===== config.mk =====
export PLATFORM = sky130hd
export DESIGN_NAME = sat_divider
export DESIGN_NICKNAME = d
export VERILOG_FILES = /design/src/rtl/div_pkg.sv /design/src/rtl/div_prep.sv /design/src/rtl/div_core.sv /design/src/rtl/div_fix.sv /design/src/rtl/sat_divider.sv
export SDC_FILE = /design/constraint.sdc
export NUM_CORES = 1
export LEC_CHECK = 0
export BUFFER_PORTS_ARGS = -buffer_cell sky130_fd_sc_hd__buf_4
export CORE_ASPECT_RATIO = 1.4
export CORE_MARGIN = 4
export CORE_UTILIZATION = 63
export DETAILED_ROUTE_END_ITERATION = 16
export GPL_TIMING_DRIVEN = 1
export PLACE_DENSITY = 0.86
export REMOVE_ABC_BUFFERS = 1
export SETUP_SLACK_MARGIN = 0.02
export SLEW_MARGIN = 25
export SYNTH_ARGS = -nofsm -noshare
export SYNTH_HDL_FRONTEND = slang
export SYNTH_SLANG_ARGS = --single-unit

===== constraint.sdc =====
create_clock -name clk -period 13.1 [get_ports clk]
set_input_delay 1.31 -clock clk [delete_from_list [all_inputs] [get_ports clk]]
set_output_delay 1.31 -clock clk [all_outputs]
set_load 0.01 [all_outputs]

===== src/rtl/div_pkg.sv =====
package div_pkg;
  // Condition-code byte positions; a flag consumer decodes these.
  localparam int FLG_C32 = 0;
  localparam int FLG_V32 = 1;
  localparam int FLG_Z32 = 2;
  localparam int FLG_N32 = 3;
  localparam int FLG_C64 = 4;
  localparam int FLG_V64 = 5;
  localparam int FLG_Z64 = 6;
  localparam int FLG_N64 = 7;
  localparam int FLG_W   = 8;

  typedef struct packed {
    logic [63:0]      value;
    logic [FLG_W-1:0] flags;
  } div_out_t;
endpackage


===== src/rtl/div_prep.sv =====
module div_prep #(
  parameter int HALF_W = 32
) (
  input  logic                signed_mode,
  input  logic [HALF_W-1:0]   y_hi,
  input  logic [HALF_W-1:0]   src_lo,
  input  logic [HALF_W-1:0]   dvs_raw,
  output logic [2*HALF_W-1:0] dvd_mag,
  output logic [HALF_W-1:0]   dvs_mag,
  output logic                neg_q
);
  localparam int DW = 2*HALF_W;

  logic [DW-1:0] dvd;
  logic          dvd_neg, dvs_neg;

  always_comb begin
    dvd     = {y_hi, src_lo};
    dvd_neg = signed_mode & dvd[DW-1];
    dvs_neg = signed_mode & dvs_raw[HALF_W-1];
    dvd_mag = dvd_neg ? (~dvd + 1'b1) : dvd;
    dvs_mag = dvs_neg ? (~dvs_raw + 1'b1) : dvs_raw;
    neg_q   = dvd_neg ^ dvs_neg;
  end
endmodule


===== src/rtl/div_core.sv =====
module div_core #(
  parameter int DVD_W = 64,
  parameter int DVS_W = 32
) (
  input  logic             clk,
  input  logic             rst,
  input  logic             load,
  input  logic [DVD_W-1:0] dvd,
  input  logic [DVS_W-1:0] dvs,
  output logic             busy,
  output logic             fin,
  output logic [DVD_W-1:0] quo
);
  localparam int CNT_W = $clog2(DVD_W);
  localparam logic [CNT_W-1:0] LAST = CNT_W'(DVD_W - 1);

  logic [DVS_W-1:0] rem, dv;
  logic [DVD_W-1:0] q;
  logic [CNT_W-1:0] cnt;
  logic [DVS_W:0]   shifted, trial;

  always_comb begin
    shifted = {rem, q[DVD_W-1]};
    trial   = shifted - {1'b0, dv};
  end

  always_ff @(posedge clk) begin
    if (rst) begin
      rem  <= '0;
      dv   <= '0;
      q    <= '0;
      cnt  <= '0;
      busy <= 1'b0;
      fin  <= 1'b0;
    end else begin
      fin <= 1'b0;
      if (load && !busy) begin
        rem  <= '0;
        dv   <= dvs;
        q    <= dvd;
        cnt  <= '0;
        busy <= 1'b1;
      end else if (busy) begin
        if (!trial[DVS_W]) begin
          rem <= trial[DVS_W-1:0];
          q   <= {q[DVD_W-2:0], 1'b1};
        end else begin
          rem <= shifted[DVS_W-1:0];
          q   <= {q[DVD_W-2:0], 1'b0};
        end
        cnt <= cnt + 1'b1;
        if (cnt == LAST) begin
          busy <= 1'b0;
          fin  <= 1'b1;
        end
      end
    end
  end

  assign quo = q;

  // Partial remainder stays below the divisor during every step.
  assert_rem_bound_R1: assert property (@(posedge clk) disable iff (rst)
    busy |-> (rem < dv));
endmodule


===== src/rtl/div_fix.sv =====
module div_fix #(
  parameter int HALF_W = 32
) (
  input  logic                 signed_mode,
  input  logic                 neg_q,
  input  logic [2*HALF_W-1:0]  q_mag,
  output div_pkg::div_out_t    out
);
  import div_pkg::*;
  localparam int DW = 2*HALF_W;
  localparam logic [DW-1:0] U_SAT   = {{HALF_W{1'b0}}, {HALF_W{1'b1}}};
  localparam logic [DW-1:0] POS_LIM = {{(HALF_W+1){1'b0}}, {(HALF_W-1){1'b1}}};
  localparam logic [DW-1:0] NEG_MAG = {{HALF_W{1'b0}}, 1'b1, {(HALF_W-1){1'b0}}};
  localparam logic [DW-1:0] NEG_SAT = {{(HALF_W+1){1'b1}}, {(HALF_W-1){1'b0}}};

  logic [DW-1:0] val;
  logic          sat;

  always_comb begin
    sat = 1'b0;
    val = q_mag;
    if (!signed_mode) begin
      if (|q_mag[DW-1:HALF_W]) begin
        sat = 1'b1;
        val = U_SAT;
      end
    end else if (!neg_q) begin
      if (q_mag > POS_LIM) begin
        sat = 1'b1;
        val = POS_LIM;
      end
    end else begin
      if (q_mag > NEG_MAG) begin
        sat = 1'b1;
        val = NEG_SAT;
      end else begin
        val = ~q_mag + 1'b1;
      end
    end
    out.value            = val;
    out.flags            = '0;
    out.flags[FLG_V32]   = sat;
    out.flags[FLG_N32]   = val[HALF_W-1];
    out.flags[FLG_Z32]   = (val[HALF_W-1:0] == '0);
    out.flags[FLG_N64]   = val[DW-1];
    out.flags[FLG_Z64]   = (val == '0);
  end
endmodule


===== src/rtl/sat_divider.sv =====
module sat_divider #(
  parameter int HALF_W = 32,
  parameter int IMM_W  = 13
) (
  input  logic                clk,
  input  logic                rst,
  input  logic                start,
  input  logic                signed_mode,
  input  logic                use_imm,
  input  logic [HALF_W-1:0]   y_hi,
  input  logic [HALF_W-1:0]   src_lo,
  input  logic [HALF_W-1:0]   rs2_val,
  input  logic [IMM_W-1:0]    imm13,
  output logic                busy,
  output logic                done,
  output logic                div_zero,
  output logic [2*HALF_W-1:0] result,
  output logic [7:0]          flags
);
  import div_pkg::*;
  localparam int DW = 2*HALF_W;

  logic [HALF_W-1:0] dvs_raw, dvs_mag;
  logic [DW-1:0]     dvd_mag, quo;
  logic              neg_now, dvs_zero, accept;
  logic              core_busy, core_fin;
  logic              neg_r, sgn_r;
  div_out_t          fixed;

  always_comb begin
    dvs_raw  = use_imm ? {{(HALF_W-IMM_W){imm13[IMM_W-1]}}, imm13} : rs2_val;
    dvs_zero = (dvs_raw == '0);
    accept   = start && !busy;
  end

  div_prep #(.HALF_W(HALF_W)) u_prep (
    .signed_mode(signed_mode), .y_hi(y_hi), .src_lo(src_lo),
    .dvs_raw(dvs_raw), .dvd_mag(dvd_mag), .dvs_mag(dvs_mag), .neg_q(neg_now)
  );

  div_core #(.DVD_W(DW), .DVS_W(HALF_W)) u_core (
    .clk(clk), .rst(rst), .load(accept && !dvs_zero),
    .dvd(dvd_mag), .dvs(dvs_mag),
    .busy(core_busy), .fin(core_fin), .quo(quo)
  );

  div_fix #(.HALF_W(HALF_W)) u_fix (
    .signed_mode(sgn_r), .neg_q(neg_r), .q_mag(quo), .out(fixed)
  );

  always_ff @(posedge clk) begin
    if (rst) begin
      busy     <= 1'b0;
      done     <= 1'b0;
      div_zero <= 1'b0;
      result   <= '0;
      flags    <= '0;
      neg_r    <= 1'b0;
      sgn_r    <= 1'b0;
    end else begin
      done <= 1'b0;
      if (accept) begin
        div_zero <= dvs_zero;
        if (dvs_zero) begin
          done <= 1'b1;
        end else begin
          busy  <= 1'b1;
          neg_r <= neg_now;
          sgn_r <= signed_mode;
        end
      end
      if (core_fin) begin
        busy   <= 1'b0;
        done   <= 1'b1;
        result <= fixed.value;
        flags  <= fixed.flags;
      end
    end
  end

  // completion is a single-cycle pulse, never overlapping busy.
  assert_done_pulse_R8: assert property (@(posedge clk) disable iff (rst)
    done |=> !done);
  assert_busy_excl_R8: assert property (@(posedge clk) disable iff (rst)
    !(busy && done));
  // the engine only runs while the block reports busy.
  assert_core_in_busy_R8: assert property (@(posedge clk) disable iff (rst)
    core_busy |-> busy);
  // zero divisor completes next cycle and leaves the result alone.
  assert_zero_fast_R9: assert property (@(posedge clk) disable iff (rst)
    (start && !busy && dvs_zero) |=> (done && div_zero && !busy
                                      && $stable(result) && $stable(flags)));
  // carry and 64-bit overflow bits never set.
  assert_carry_clear_R6: assert property (@(posedge clk) disable iff (rst)
    !flags[FLG_C32] && !flags[FLG_C64] && !flags[FLG_V64]);
  // an overflow flag only accompanies a clamp value.
  assert_sat_value_R2: assert property (@(posedge clk) disable iff (rst)
    (done && !div_zero && flags[FLG_V32]) |->
      (result == 64'h0000_0000_FFFF_FFFF || result == 64'h0000_0000_7FFF_FFFF
       || result == 64'hFFFF_FFFF_8000_0000));
endmodule


# Yosys cells after proc, flatten, opt, wreduce, memory -nomap -nowiden

Cells that the tools add are included.

Flip-flop bits (word level): 210
Memory bits (read-only): 0
Input bits: 114
Logic and storage cells: 68
Bits in writable memories: 0
Memories kept: 0
Output and inout bits: 75
Bits in latches: 0

Eq/ne operators: 1
Divide/modulo/power cells: 0
Multiply operators: 0
Reductions and logical operators: 15
Bitwise gates (word level): 8
Multiplexer cells: 24
$add $sub $neg: 5
Shifts and indexed selects: 0
$lt $le $gt $ge: 2

Operators by type and width:

| cell                    | count |
|---|---|
| $mux W64                | 8 |
| $add A64 B1 Y64 const B | 2 |
| $not A64 Y64            | 2 |
| $mux W32                | 3 |
| $gt A64 B31 Y1 const B  | 1 |
| $gt A64 B32 Y1 const B  | 1 |
| $logic_not A32 Y1       | 2 |
| $logic_not A64 Y1       | 1 |
| $sub A33 B32 Y33        | 1 |
| $add A32 B1 Y32 const B | 1 |
| $not A32 Y32            | 1 |
| $reduce_or A32 Y1       | 1 |
| $mux W1                 | 13 |
| $add A6 B1 Y6 const B   | 1 |
| $eq A6 B6 Y1 const B    | 1 |
| $reduce_or A2 Y1        | 2 |
| $logic_and A1 B1 Y1     | 3 |
| $logic_not A1 Y1        | 3 |
| $reduce_or A3 Y1        | 1 |
| $and A1 B1 Y1           | 2 |
| $not A1 Y1              | 2 |
| $reduce_and A2 Y1       | 1 |
| $reduce_bool A2 Y1      | 1 |
| $xor A1 B1 Y1           | 1 |

# Logic depth before layout (Yosys ltp)

Gate-level depths: netlist of run 1.

Word-level depth: 6
Depth in mapped cells: 19

# Modules after synthesis

From an unflattened synthesis of run 1, not the netlist that was laid out.

Cells, all modules: 1906
Area total of the unflattened synthesis: 14590.2 µm²

Modules (own cells, without submodules):

| module      | area each (µm²) | cells an instance | times used |
|---|---|---|---|
| div_core    | 7338.3          | 928               | 1 |
| sat_divider | 3165.5          | 331               | 1 |
| div_prep    | 2296.0          | 353               | 1 |
| div_fix     | 1790.5          | 294               | 1 |

# Worst setup path before layout of run 1

No wires, ideal clock.

Path kind: input-to-reg
Start: input use_imm
End: register u_core.dv[29]
Cell stages on the path: 19
Arrival time: 5.231 ns
Setup slack: 7.740 ns
Data required time: 12.971 ns
Buffers on the path: 9
Cells stage by stage: buf_2 > buf_2 > buf_1 > buf_1 > clkbuf_1 > clkbuf_1 > mux2i_1 > ha_1 > o21ai_0 > nor4_1 > nand2_1 > nor2_1 > or2_2 > clkbuf_1 > nor2_1 > buf_2 > buf_1 > nand3_1 > o21ai_0

Longest elaborated chain between the ends: 5

RTL lines:

| what                                                                    | line              | RTL |
|---|---|---|
| start: declaration                                                      | sat_divider.sv:9  | `input logic use_imm,` |
| $mux W32 *                                                              | sat_divider.sv:31 | `dvs_raw = use_imm ? {{(HALF_W-IMM_W){imm13[IMM_W-1]}}, imm13} : rs2_val;` |
| parallel branches: the longest is 4 deep, another holds $add A32 B1 Y32 | n/a               |  |
| end signal: assignment                                                  | div_core.sv:39    | `dv <= dvs;` |
| end: declaration                                                        | div_core.sv:17    | `logic [DVS_W-1:0] rem, dv;` |

Mark *: on every way between the ends.
A chain may end at the register's enable or synchronous reset.

# Worst setup path after layout of run 1

Start: input use_imm
End: register u_core.rem[27]

Longest elaborated chain between the ends: 6

RTL lines:

| what                              | line              | RTL |
|---|---|---|
| $mux W32                          | sat_divider.sv:31 |  |
| $logic_not A32 Y1                 | sat_divider.sv:32 | `dvs_zero = (dvs_raw == '0);` |
| $logic_not A1 Y1                  | sat_divider.sv:42 | `.clk(clk), .rst(rst), .load(accept && !dvs_zero),` |
| $logic_and A1 B1 Y1               | sat_divider.sv:42 |  |
| $logic_and A1 B1 Y1               | div_core.sv:37    | `if (load && !busy) begin` |
| $reduce_or A2 Y1 (no source line) | n/a               |  |
| end signal: assignment            | div_core.sv:45    | `rem <= trial[DVS_W-1:0];` |
| end signal: assignment            | div_core.sv:48    | `rem <= shifted[DVS_W-1:0];` |
| end: declaration                  | div_core.sv:17    |  |

Every way passes these cells.

==> flow_summary.yaml, run 1 <==
power_and_ir_drop:
  worst_ir_drop_vdd_v: 0.000126
  leakage_dissipation_nw: 6.40
  cellPowerDensity_nw_per_um2: 129
grt:
  grt_antenna_before_repair: 0
  total_gr_overflow: 0
  pin_count_of_the_biggest_net_entering_global_routing: 111
  globalRouteTotalUtil: 0.332
  grt_pass1_vias: 13391
  first_pass_grt_wire_length_um: 66800
drt:
  detail_route.vias_per_cell: 6.37
  initialDrtViolationCount: 1221
  route.vias.total: 14031
  ant_nets: 0
  post_drt_wl_per_cell_um: 18.8
  post-route-drc-count: 0
  wirelength_um: 41500
  drtPass1Iterations: 6
clocking:
  cts.repair.resized: 0
  cts_made_buffers: 21
  cts.sink_count: 208
  max-clock-path-buffers: 3
  cts_root_buf: "sky130_fd_sc_hd__clkbuf_16"
  cts_tree: "built"
  post-cts-setup-buffer-count: 0
  insertion_delay_ns: 0.50
  clock_tree.htree_level_count: 1
  ctsHoldBuffers: 0
  register_clock_pin_slew_on_the_reported_worst_setup_and_hold_paths_ns: 0.07
setup_path:
  crit_required_ns: 13.52
  criticalPathCategory: "in -> reg"
  setup.worst_path.start_class: "input port"
  r2r-start: "u_core.dv[8]$_SDFFE_PP0P_"
  worstPathMaxFanout: 53
  crit_start: "use_imm"
  worst-r2r-setup-slack_ns: 8.59
  arrival_ns: 5.38
  cp-end-kind: "register"
finish:
  synth_to_final_area_change_pct: 15.3
  fill_cells: 1700
  antenna-diode-count: 0
  finish.net_count: 2079
  multi_input_area_um2: 8700
  final_layout_size_suffix_gt1_frac: 0.144
  regArea_um2: 4170
synthesis:
  synth.avg_cell_area_um2: 7.44
  synth.distinct_cells: 86
  synth-seq-area-share: 0.307
  synth_top_cell_by_area: "sky130_fd_sc_hd__dfxtp_1"
  ys_top_cells_by_area: "sky130_fd_sc_hd__dfxtp_1, sky130_fd_sc_hd__a21oi_1, sky130_fd_sc_hd__nor2_1, sky130_fd_sc_hd__nand2_1, sky130_fd_sc_hd__xnor2_1"
  yosys.cell_count.top_type: "sky130_fd_sc_hd__nor2_1"
  ys_warn_count: 0
  syn-instance-count: 1825
  register_bit_total_from_synthesis: 208
  asyncSetResetFlopFracSynth: 0
  synth_ff_type: "sky130_fd_sc_hd__dfxtp_1"
  post_synth_edffs: 0
  synth_top_cell_area_share: 0.307
  synth_top_cells_by_count: "sky130_fd_sc_hd__nor2_1, sky130_fd_sc_hd__dfxtp_1, sky130_fd_sc_hd__a21oi_1"
  synth_area_um2: 13600
timing:
  setup_total_negative_slack_ns: 0
  hold_viol: 0
  finalHoldWorstSlack_ns: 0.438
  slew-limit-headroom: 0.317
  worstMarginPinSlew_ns: 1.02
  finalWorstPathRequiredPeriod_ns: 4.96
  timing.fmax_mhz: 202
  final.period_utilization: 0.378
  slew_violations: 0
  clock_skew_ns: 0.00812
  setup_violations: 0
  rsz_0062_raised_after_global_routing: "false"
worst_hold_path:
  hold_path.class: "reg -> reg"
  worstHoldStart: "flags[6]$_SDFFE_PP0P_"
die:
  die_x_um: 132
  pin_count: 189
  die_area_um2: 24000
  core_region_area_um2: 21200
  floorplan.rows: 63
  floorplan.die.height_um: 182
  floorplan.initialDensity: 0.640
place:
  finalWeightedCongestion: 1.00
  port_buffers: 185
  post-dp-hpwl_um: 30400
run_status:
  status: "finished clean"
job:
  max_cap_violations: 0
## layer usage
metal  vias to the layer above  share of wire  GRT usage
li1                       6748              -          -
met1                      6578           0.37      0.368
met2                       562           0.52      0.618
met3                       143          0.056     0.0352
met4                         0          0.058      0.176
met5                         -              0          0
## final cells by class
class,count,area share
Clock inverter,10,0.00735
Tap cell,260,0.0208
Sequential cell,208,0.266
Timing Repair Buffer,200,0.0967
Inverter,67,0.0161
Clock buffer,27,0.0375
Multi-Input combinational cell,1430,0.555
## layout by cell type (no fill, tap or decap), types with 6 or more instances in the layout
cell	instances
sky130_fd_sc_hd__o31ai_1	19
sky130_fd_sc_hd__nand3_1	24
sky130_fd_sc_hd__nor4_1	20
sky130_fd_sc_hd__and2_1	7
sky130_fd_sc_hd__o41ai_1	6
sky130_fd_sc_hd__nand4_1	14
sky130_fd_sc_hd__ha_1	36
sky130_fd_sc_hd__nor3_1	41
sky130_fd_sc_hd__nand2_1	182
sky130_fd_sc_hd__mux2i_1	24
sky130_fd_sc_hd__clkbuf_16	21
sky130_fd_sc_hd__a311oi_1	15
sky130_fd_sc_hd__a21oi_1	202
sky130_fd_sc_hd__nor2_1	226
sky130_fd_sc_hd__a22o_1	10
sky130_fd_sc_hd__o211ai_1	14
sky130_fd_sc_hd__a31oi_1	30
sky130_fd_sc_hd__buf_4	199
sky130_fd_sc_hd__xor2_1	49
sky130_fd_sc_hd__or3_1	14
sky130_fd_sc_hd__nand2b_1	16
sky130_fd_sc_hd__a21o_1	49
sky130_fd_sc_hd__or2_2	10
sky130_fd_sc_hd__a211oi_1	60
sky130_fd_sc_hd__dfxtp_1	207
sky130_fd_sc_hd__nor2b_1	13
sky130_fd_sc_hd__or4_1	12
sky130_fd_sc_hd__o21a_1	14
sky130_fd_sc_hd__xnor2_1	71
sky130_fd_sc_hd__nor3b_1	10
sky130_fd_sc_hd__inv_1	66
sky130_fd_sc_hd__and3_1	12
sky130_fd_sc_hd__o21ai_0	119
## metrics by stage
stage	instances	area, um2	utilization	worst slack (ns)	power (mW)
finish	2202	15700	0.739	8.14	2.02
detailed placement	2164	14900	0.704	7.80	1.39
floorplan	1705	13100	-	6.75	1.20
global route	2202	15700	0.739	7.69	2.12
CTS	2201	15600	0.738	8.26	2.01
global placement	2164	14900	0.704	7.94	1.38
## logic make-up after synthesis
kind of cell | after synthesis | share of synthesized area
and+or+nand+nor | 637 | 0.223
AOI/OAI and AO/OA | 608 | 0.284
other | 1 | 0.000276
DFF | 208 | 0.307
buffers and inverters | 189 | 0.0556
xor gates and xnor gates | 121 | 0.0780
adders and majority gates | 37 | 0.0346
muxes | 24 | 0.0177
## critical path: stages
cell	delay, ns
sky130_fd_sc_hd__buf_4	0.46
sky130_fd_sc_hd__mux2i_1	0.33
sky130_fd_sc_hd__ha_1	0.22
sky130_fd_sc_hd__o21ai_0	0.19
sky130_fd_sc_hd__nor4_1	0.80
sky130_fd_sc_hd__nand2_1	0.19
sky130_fd_sc_hd__nor2_1	0.31
sky130_fd_sc_hd__or2_2	0.51
sky130_fd_sc_hd__nor2_2	0.07
sky130_fd_sc_hd__nor2_1	0.55
sky130_fd_sc_hd__o21ai_0	0.21
sky130_fd_sc_hd__a21oi_1	0.19
## flip-flops by register name (all words and copies together), names as in the netlist
signal	flops
u_core.busy	1
sgn_r	1
u_core.dv	32
u_core.fin	1
u_core.quo	64
done	1
result	64
neg_r	1
flags	3
u_core.rem	32
busy	1
u_core.cnt	6
div_zero	1
## final timing paths
check                                      to  cells past startpoint
setup / recovery  u_core.rem[27]$_SDFFE_PP0P_                     12
hold / removal          flags[6]$_SDFFE_PP0P_                      2
hold reg to reg         flags[6]$_SDFFE_PP0P_                      2
setup reg to reg  u_core.rem[31]$_SDFFE_PP0P_                     12
## report_power, final
group / switching, mW / internal [mW]
Combinational: 0.405 / 0.270
Clock: 0.257 / 0.358
Sequential: 0.0536 / 0.672
Total: 0.716 / 1.30
No activity file was read; power rests on OpenSTA's default activity.
==> inputs of run 2 (changes only) <==
CORE_UTILIZATION = 59   (was 63)
PLACE_DENSITY = 0.82   (was 0.86)
clock period = 5.09 ns   (was 13.1 ns; I/O delays follow)
==> run 2 against run 1 <==
Compared with the run above:
- final area is 1.1% higher
- worst hold slack worse by 0.13 ns
- cell count up 2.5%
- critical path depth is 1 higher
==> flow_summary.yaml, run 2 (synthesized netlist as in run 1, its figures left out) <==
drt:
  drtPass1Iterations: 5
  route.vias.total: 14025
  post-route-drc-count: 0
  wirelength_um: 41400
  initialDrtViolationCount: 1064
  ant_nets: 0
  detail_route.vias_per_cell: 6.21
  post_drt_wl_per_cell_um: 18.3
finish:
  final_common_cell: "sky130_fd_sc_hd__nor2_1"
  stdcell_count: 2257
  layout.cells.most_common_list: "sky130_fd_sc_hd__nor2_1, sky130_fd_sc_hd__buf_4, sky130_fd_sc_hd__dfxtp_1, sky130_fd_sc_hd__a21oi_1, sky130_fd_sc_hd__nand2_1"
  multi_input_area_um2: 8700
  fill_cells: 1915
  synth_to_final_area_change_pct: 16.6
  finish.net_count: 2092
  stdcell_area_um2: 15800
  regArea_um2: 4170
  final_layout_size_suffix_gt1_frac: 0.149
  antenna-diode-count: 0
clocking:
  cts_root_buf: "sky130_fd_sc_hd__clkbuf_16"
  cts.repair.resized: 0
  max-clock-path-buffers: 3
  insertion_delay_ns: 0.50
  post-cts-setup-buffer-count: 0
  register_clock_pin_slew_on_the_reported_worst_setup_and_hold_paths_ns: 0.06
  cts_made_buffers: 22
  ctsHoldBuffers: 0
  clock_tree.htree_level_count: 1
  cts.sink_count: 208
  cts_tree: "built"
timing:
  setup_ws_ns: 1.02
  hold_viol: 0
  rsz_0062_raised_after_global_routing: "false"
  final.period_utilization: 0.800
  clock_skew_ns: 0.0122
  slew-limit-headroom: 0.364
  finalWorstPathRequiredPeriod_ns: 4.07
  timing.fmax_mhz: 246
  setup_violations: 0
  slew_violations: 0
  worstMarginPinSlew_ns: 0.952
  setup_total_negative_slack_ns: 0
power_and_ir_drop:
  worst_ir_drop_vdd_v: 0.000224
  cellPowerDensity_nw_per_um2: 332
  leakage_dissipation_nw: 6.49
  post-layout-total-power_mw: 5.26
grt:
  total_gr_overflow: 0
  globalRouteTotalUtil: 0.309
  pin_count_of_the_biggest_net_entering_global_routing: 111
  first_pass_grt_wire_length_um: 65500
  grt_antenna_before_repair: 0
  grt_pass1_vias: 13375
die:
  die_area_um2: 25500
  die_x_um: 136
  pin_count: 189
  core_region_area_um2: 22600
  floorplan.initialDensity: 0.601
  floorplan.rows: 65
  floorplan.die.height_um: 188
setup_path:
  setup.worst_path.start_class: "register"
  criticalPathCategory: "reg -> reg"
  cp-end-kind: "register"
  worstPathMaxFanout: 18
  arrival_ns: 4.47
  crit_required_ns: 5.49
job:
  max_cap_violations: 0
place:
  post-dp-hpwl_um: 30200
  detailed_place.area_um2: 15100
  dp_worst_setup_slack_ns: 1.00
  place_inst: 2218
  finalWeightedCongestion: 0.996
  port_buffers: 185
worst_hold_path:
  hold_path.class: "in -> reg"
run_status:
  status: "finished clean"
[run 2: per-stage QoR]
| step | utilization | hold WS, ns |
|---|---|---|
| after CTS | 0.700 | 0.305 |
| after global routing | 0.701 | 0.303 |
| final | 0.701 | 0.311 |
| after global placement | 0.667 | 0.427 |
| after detailed placement | 0.668 | 0.441 |
| after floorplan | - | 0.426 |
[run 2: routing by layer]
metal  GRT usage  wire, um
met1       0.351     15900
met2       0.565     21200
met3      0.0346      2320
met4       0.144      1970
met5           0         0
[run 2: where the power goes]
group / internal, mW / total, mW / switching, mW
clock network: 0.979 / 1.64 / 0.658
logic: 0.703 / 1.77 / 1.06
registers: 1.73 / 1.86 / 0.132
total: 3.41 / 5.26 / 1.85
[run 2: worst paths after layout]
check / start / endpoint / slack, ns / cells past startpoint
worst min register to register: flags[6]$_SDFFE_PP0P_ / flags[6]$_SDFFE_PP0P_ / 0.45 / 2
worst min-delay path: y_hi[31] / u_core.quo[63]$_SDFFE_PP0P_ / 0.31 / 3
worst max-delay path: u_core.quo[63]$_SDFFE_PP0P_ / u_core.rem[11]$_SDFFE_PP0P_ / 1.02 / 13
worst max register to register: u_core.quo[63]$_SDFFE_PP0P_ / u_core.rem[11]$_SDFFE_PP0P_ / 1.02 / 13
[run 2: cell type report]
| class | instances | share of cell area |
|---|---|---|
| clock inverters | 5 | 0.00363 |
| multi-input cells | 1430 | 0.550 |
| flip-flops and latches | 208 | 0.263 |
| well taps | 301 | 0.0238 |
| repair buffers | 212 | 0.101 |
| inverters | 67 | 0.0159 |
| clock buffers | 34 | 0.0434 |
[run 2: critical path, stage by stage, from the launching register on]
cell and delay (ns):
sky130_fd_sc_hd__dfxtp_1 0.35, sky130_fd_sc_hd__inv_1 0.07, sky130_fd_sc_hd__ha_1 0.22, sky130_fd_sc_hd__fa_1 0.42, sky130_fd_sc_hd__nor2b_1 0.16, sky130_fd_sc_hd__o31a_1 0.21, sky130_fd_sc_hd__o311ai_1 0.22, sky130_fd_sc_hd__a211oi_1 0.34
sky130_fd_sc_hd__o21ai_0 0.19, sky130_fd_sc_hd__o211ai_2 0.41, sky130_fd_sc_hd__xor2_1 0.64, sky130_fd_sc_hd__buf_4 0.37, sky130_fd_sc_hd__nand2_1 0.08, sky130_fd_sc_hd__a311oi_1 0.28
==> inputs of run 3 (changes only) <==
clock period = 3.9 ns   (was 5.09 ns; I/O delays follow)
==> run 3 against run 2 <==
Compared with the run above:
- register-to-register slack got worse by 0.69 ns
- sequential cell count unchanged
- total power rose by 33%
- cell count up 1.6%
- sequential share of layout area fell by 0.49 points
- non-clock buffer count increased by 37
- utilization increased by 1.3 points
- critical path depth unchanged
- critical path type unchanged
- clock skew is 0.0027 ns lower
- largest power group unchanged
- global-route usage increased by 1.1 points
- largest cell class unchanged
- first-iteration DRC count decreased by 3.2%
==> flow_summary.yaml, run 3 (synthesized netlist as in run 1, its figures left out) <==
drt:
  drtPass1Iterations: 5
  post_drt_wl_per_cell_um: 18.5
  ant_nets: 0
  post-route-drc-count: 0
  detail_route.vias_per_cell: 6.21
  initialDrtViolationCount: 1030
  route.vias.total: 14239
  wirelength_um: 42500
setup_path:
  delay_heaviest_family_cp: "compound AO/OA/AOI/OAI gates"
  r2r-start: "u_core.quo[63]$_SDFFE_PP0P_"
  cp-end-kind: "register"
  worst-r2r-setup-slack_ns: 0.33
  setup.worst_path.start_class: "register"
  criticalPathCategory: "reg -> reg"
  endpoint: "u_core.rem[3]$_SDFFE_PP0P_"
  cp_slowest_stage_delay_ns: 0.42
  r2r.worst_path.cells: 13
  crit_required_ns: 4.30
  crit_start: "u_core.quo[63]$_SDFFE_PP0P_"
  worstPathMaxFanout: 25
  path_cells: "inv_1, ha_1, fa_1, nor2b_1, o31a_1, o311ai_1, a211oi_1, o21ai_0, o211ai_2, xor2_1, buf_12, nand2_1, a311oi_1"
  worstPathBufferInverterCount: 2
  regToRegEndpoint: "u_core.rem[3]$_SDFFE_PP0P_"
  cp_slowest_cell: "sky130_fd_sc_hd__fa_1"
  path_depth: 13
  arrival_ns: 3.97
clocking:
  cts_root_buf: "sky130_fd_sc_hd__clkbuf_16"
  cts_made_buffers: 22
  post-cts-setup-buffer-count: 0
  cts.repair.resized: 0
  register_clock_pin_slew_on_the_reported_worst_setup_and_hold_paths_ns: 0.06
  cts.sink_count: 208
  clock_tree.htree_level_count: 1
  max-clock-path-buffers: 3
  cts_tree: "built"
  insertion_delay_ns: 0.51
  ctsHoldBuffers: 0
timing:
  slew-limit-headroom: 0.349
  setup_total_negative_slack_ns: 0
  finalHoldWorstSlack_ns: 0.193
  worstMarginPinSlew_ns: 0.974
  setup_violations: 0
  timing.fmax_mhz: 280
  rsz_0062_raised_after_global_routing: "false"
  slew_violations: 0
  finalWorstPathRequiredPeriod_ns: 3.57
  clock_skew_ns: 0.00951
  setup_ws_ns: 0.331
  final.period_utilization: 0.915
  hold_viol: 0
place:
  finalWeightedCongestion: 1.01
  place_inst: 2255
  port_buffers: 185
  dp_worst_setup_slack_ns: 0.193
  post-dp-hpwl_um: 31500
  detailed_place.area_um2: 15400
finish:
  stdcell_count: 2292
  share_of_the_core_filled_with_cells_in_the_final_layout: 0.714
  synth_to_final_area_change_pct: 18.9
  final_common_cell: "sky130_fd_sc_hd__buf_4"
  regArea_um2: 4170
  stdcell_area_um2: 16100
  multi_input_area_um2: 8700
  antenna-diode-count: 0
  layout.cells.most_common_list: "sky130_fd_sc_hd__buf_4, sky130_fd_sc_hd__nor2_1, sky130_fd_sc_hd__dfxtp_1, sky130_fd_sc_hd__a21oi_1, sky130_fd_sc_hd__nand2_1"
  final_layout_size_suffix_gt1_frac: 0.163
  fill_cells: 1980
  finish.net_count: 2129
power_and_ir_drop:
  cellPowerDensity_nw_per_um2: 434
  worst_ir_drop_vdd_v: 0.000314
  leakage_dissipation_nw: 6.67
  post-layout-total-power_mw: 7.00
grt:
  pin_count_of_the_biggest_net_entering_global_routing: 78
  total_gr_overflow: 0
  grt_antenna_before_repair: 0
  globalRouteTotalUtil: 0.320
  first_pass_grt_wire_length_um: 67700
  grt_pass1_vias: 13863
run_status:
  status: "finished clean"
die:
  floorplan.die.height_um: 188
  core_region_area_um2: 22600
  floorplan.rows: 65
  die_x_um: 136
  die_area_um2: 25500
  pin_count: 189
  floorplan.initialDensity: 0.601
worst_hold_path:
  hold_path.class: "in -> reg"
job:
  max_cap_violations: 0
==> run 3: cell types whose count changed in the layout (fill, tap and decap cells not counted), sizes merged <==
| cell | previous run | this run |
|---|---|---|
| bufinv | 1 | 3 |
| clkinv | 5 | 3 |
| buf | 212 | 249 |
| clkbuf | 34 | 32 |
==> run 3: layer usage <==
layer	vias to the layer above	GRT usage	part of all wire
met5	-	0	0
met4	0	0.178	0.058
met3	168	0.0341	0.057
met2	576	0.582	0.51
met1	6661	0.356	0.38
li1	6834	-	-
==> run 3: layout make-up <==
cell class | count | share of cell area
tap | 301 | 0.0233
clock buffer | 32 | 0.0402
inverter | 67 | 0.0156
multi-input combinational | 1430 | 0.539
clock inverter | 5 | 0.00620
timing repair buffer | 249 | 0.118
sequential | 208 | 0.258
==> run 3: how the worst min path moves through the flow <==
stage / start / end / slack, ns / depth (start not counted)
2_1_floorplan: u_core.dv[10]$_SDFFE_PP0P_ / u_core.dv[10]$_SDFFE_PP0P_ / 0.43 / 2
3_3_place_gp: result[40]$_SDFFE_PP0P_ / result[40]$_SDFFE_PP0P_ / 0.44 / 1
3_5_place_dp: flags[6]$_SDFFE_PP0P_ / flags[6]$_SDFFE_PP0P_ / 0.44 / 2
4_1_cts: y_hi[31] / u_core.quo[63]$_SDFFE_PP0P_ / 0.18 / 3
5_1_grt: y_hi[31] / u_core.quo[63]$_SDFFE_PP0P_ / 0.19 / 3
6_report: y_hi[31] / u_core.quo[63]$_SDFFE_PP0P_ / 0.19 / 3
==> run 3: worst register-to-register path, cell delays in order (launching register included) <==
cell                       delay (ns)
sky130_fd_sc_hd__dfxtp_1         0.35
sky130_fd_sc_hd__inv_1           0.08
sky130_fd_sc_hd__ha_1            0.23
sky130_fd_sc_hd__fa_1            0.42
sky130_fd_sc_hd__nor2b_1         0.16
sky130_fd_sc_hd__o31a_1          0.22
sky130_fd_sc_hd__o311ai_1        0.21
sky130_fd_sc_hd__a211oi_1        0.34
sky130_fd_sc_hd__o21ai_0         0.19
sky130_fd_sc_hd__o211ai_2        0.40
sky130_fd_sc_hd__xor2_1          0.27
sky130_fd_sc_hd__buf_12          0.22
sky130_fd_sc_hd__nand2_1         0.09
sky130_fd_sc_hd__a311oi_1        0.30
==> run 3: where the power goes <==
part	switching [mW]	internal, mW
Sequential	0.169	2.26
Clock	0.845	1.34
Combinational	1.39	0.998
Total	2.40	4.60
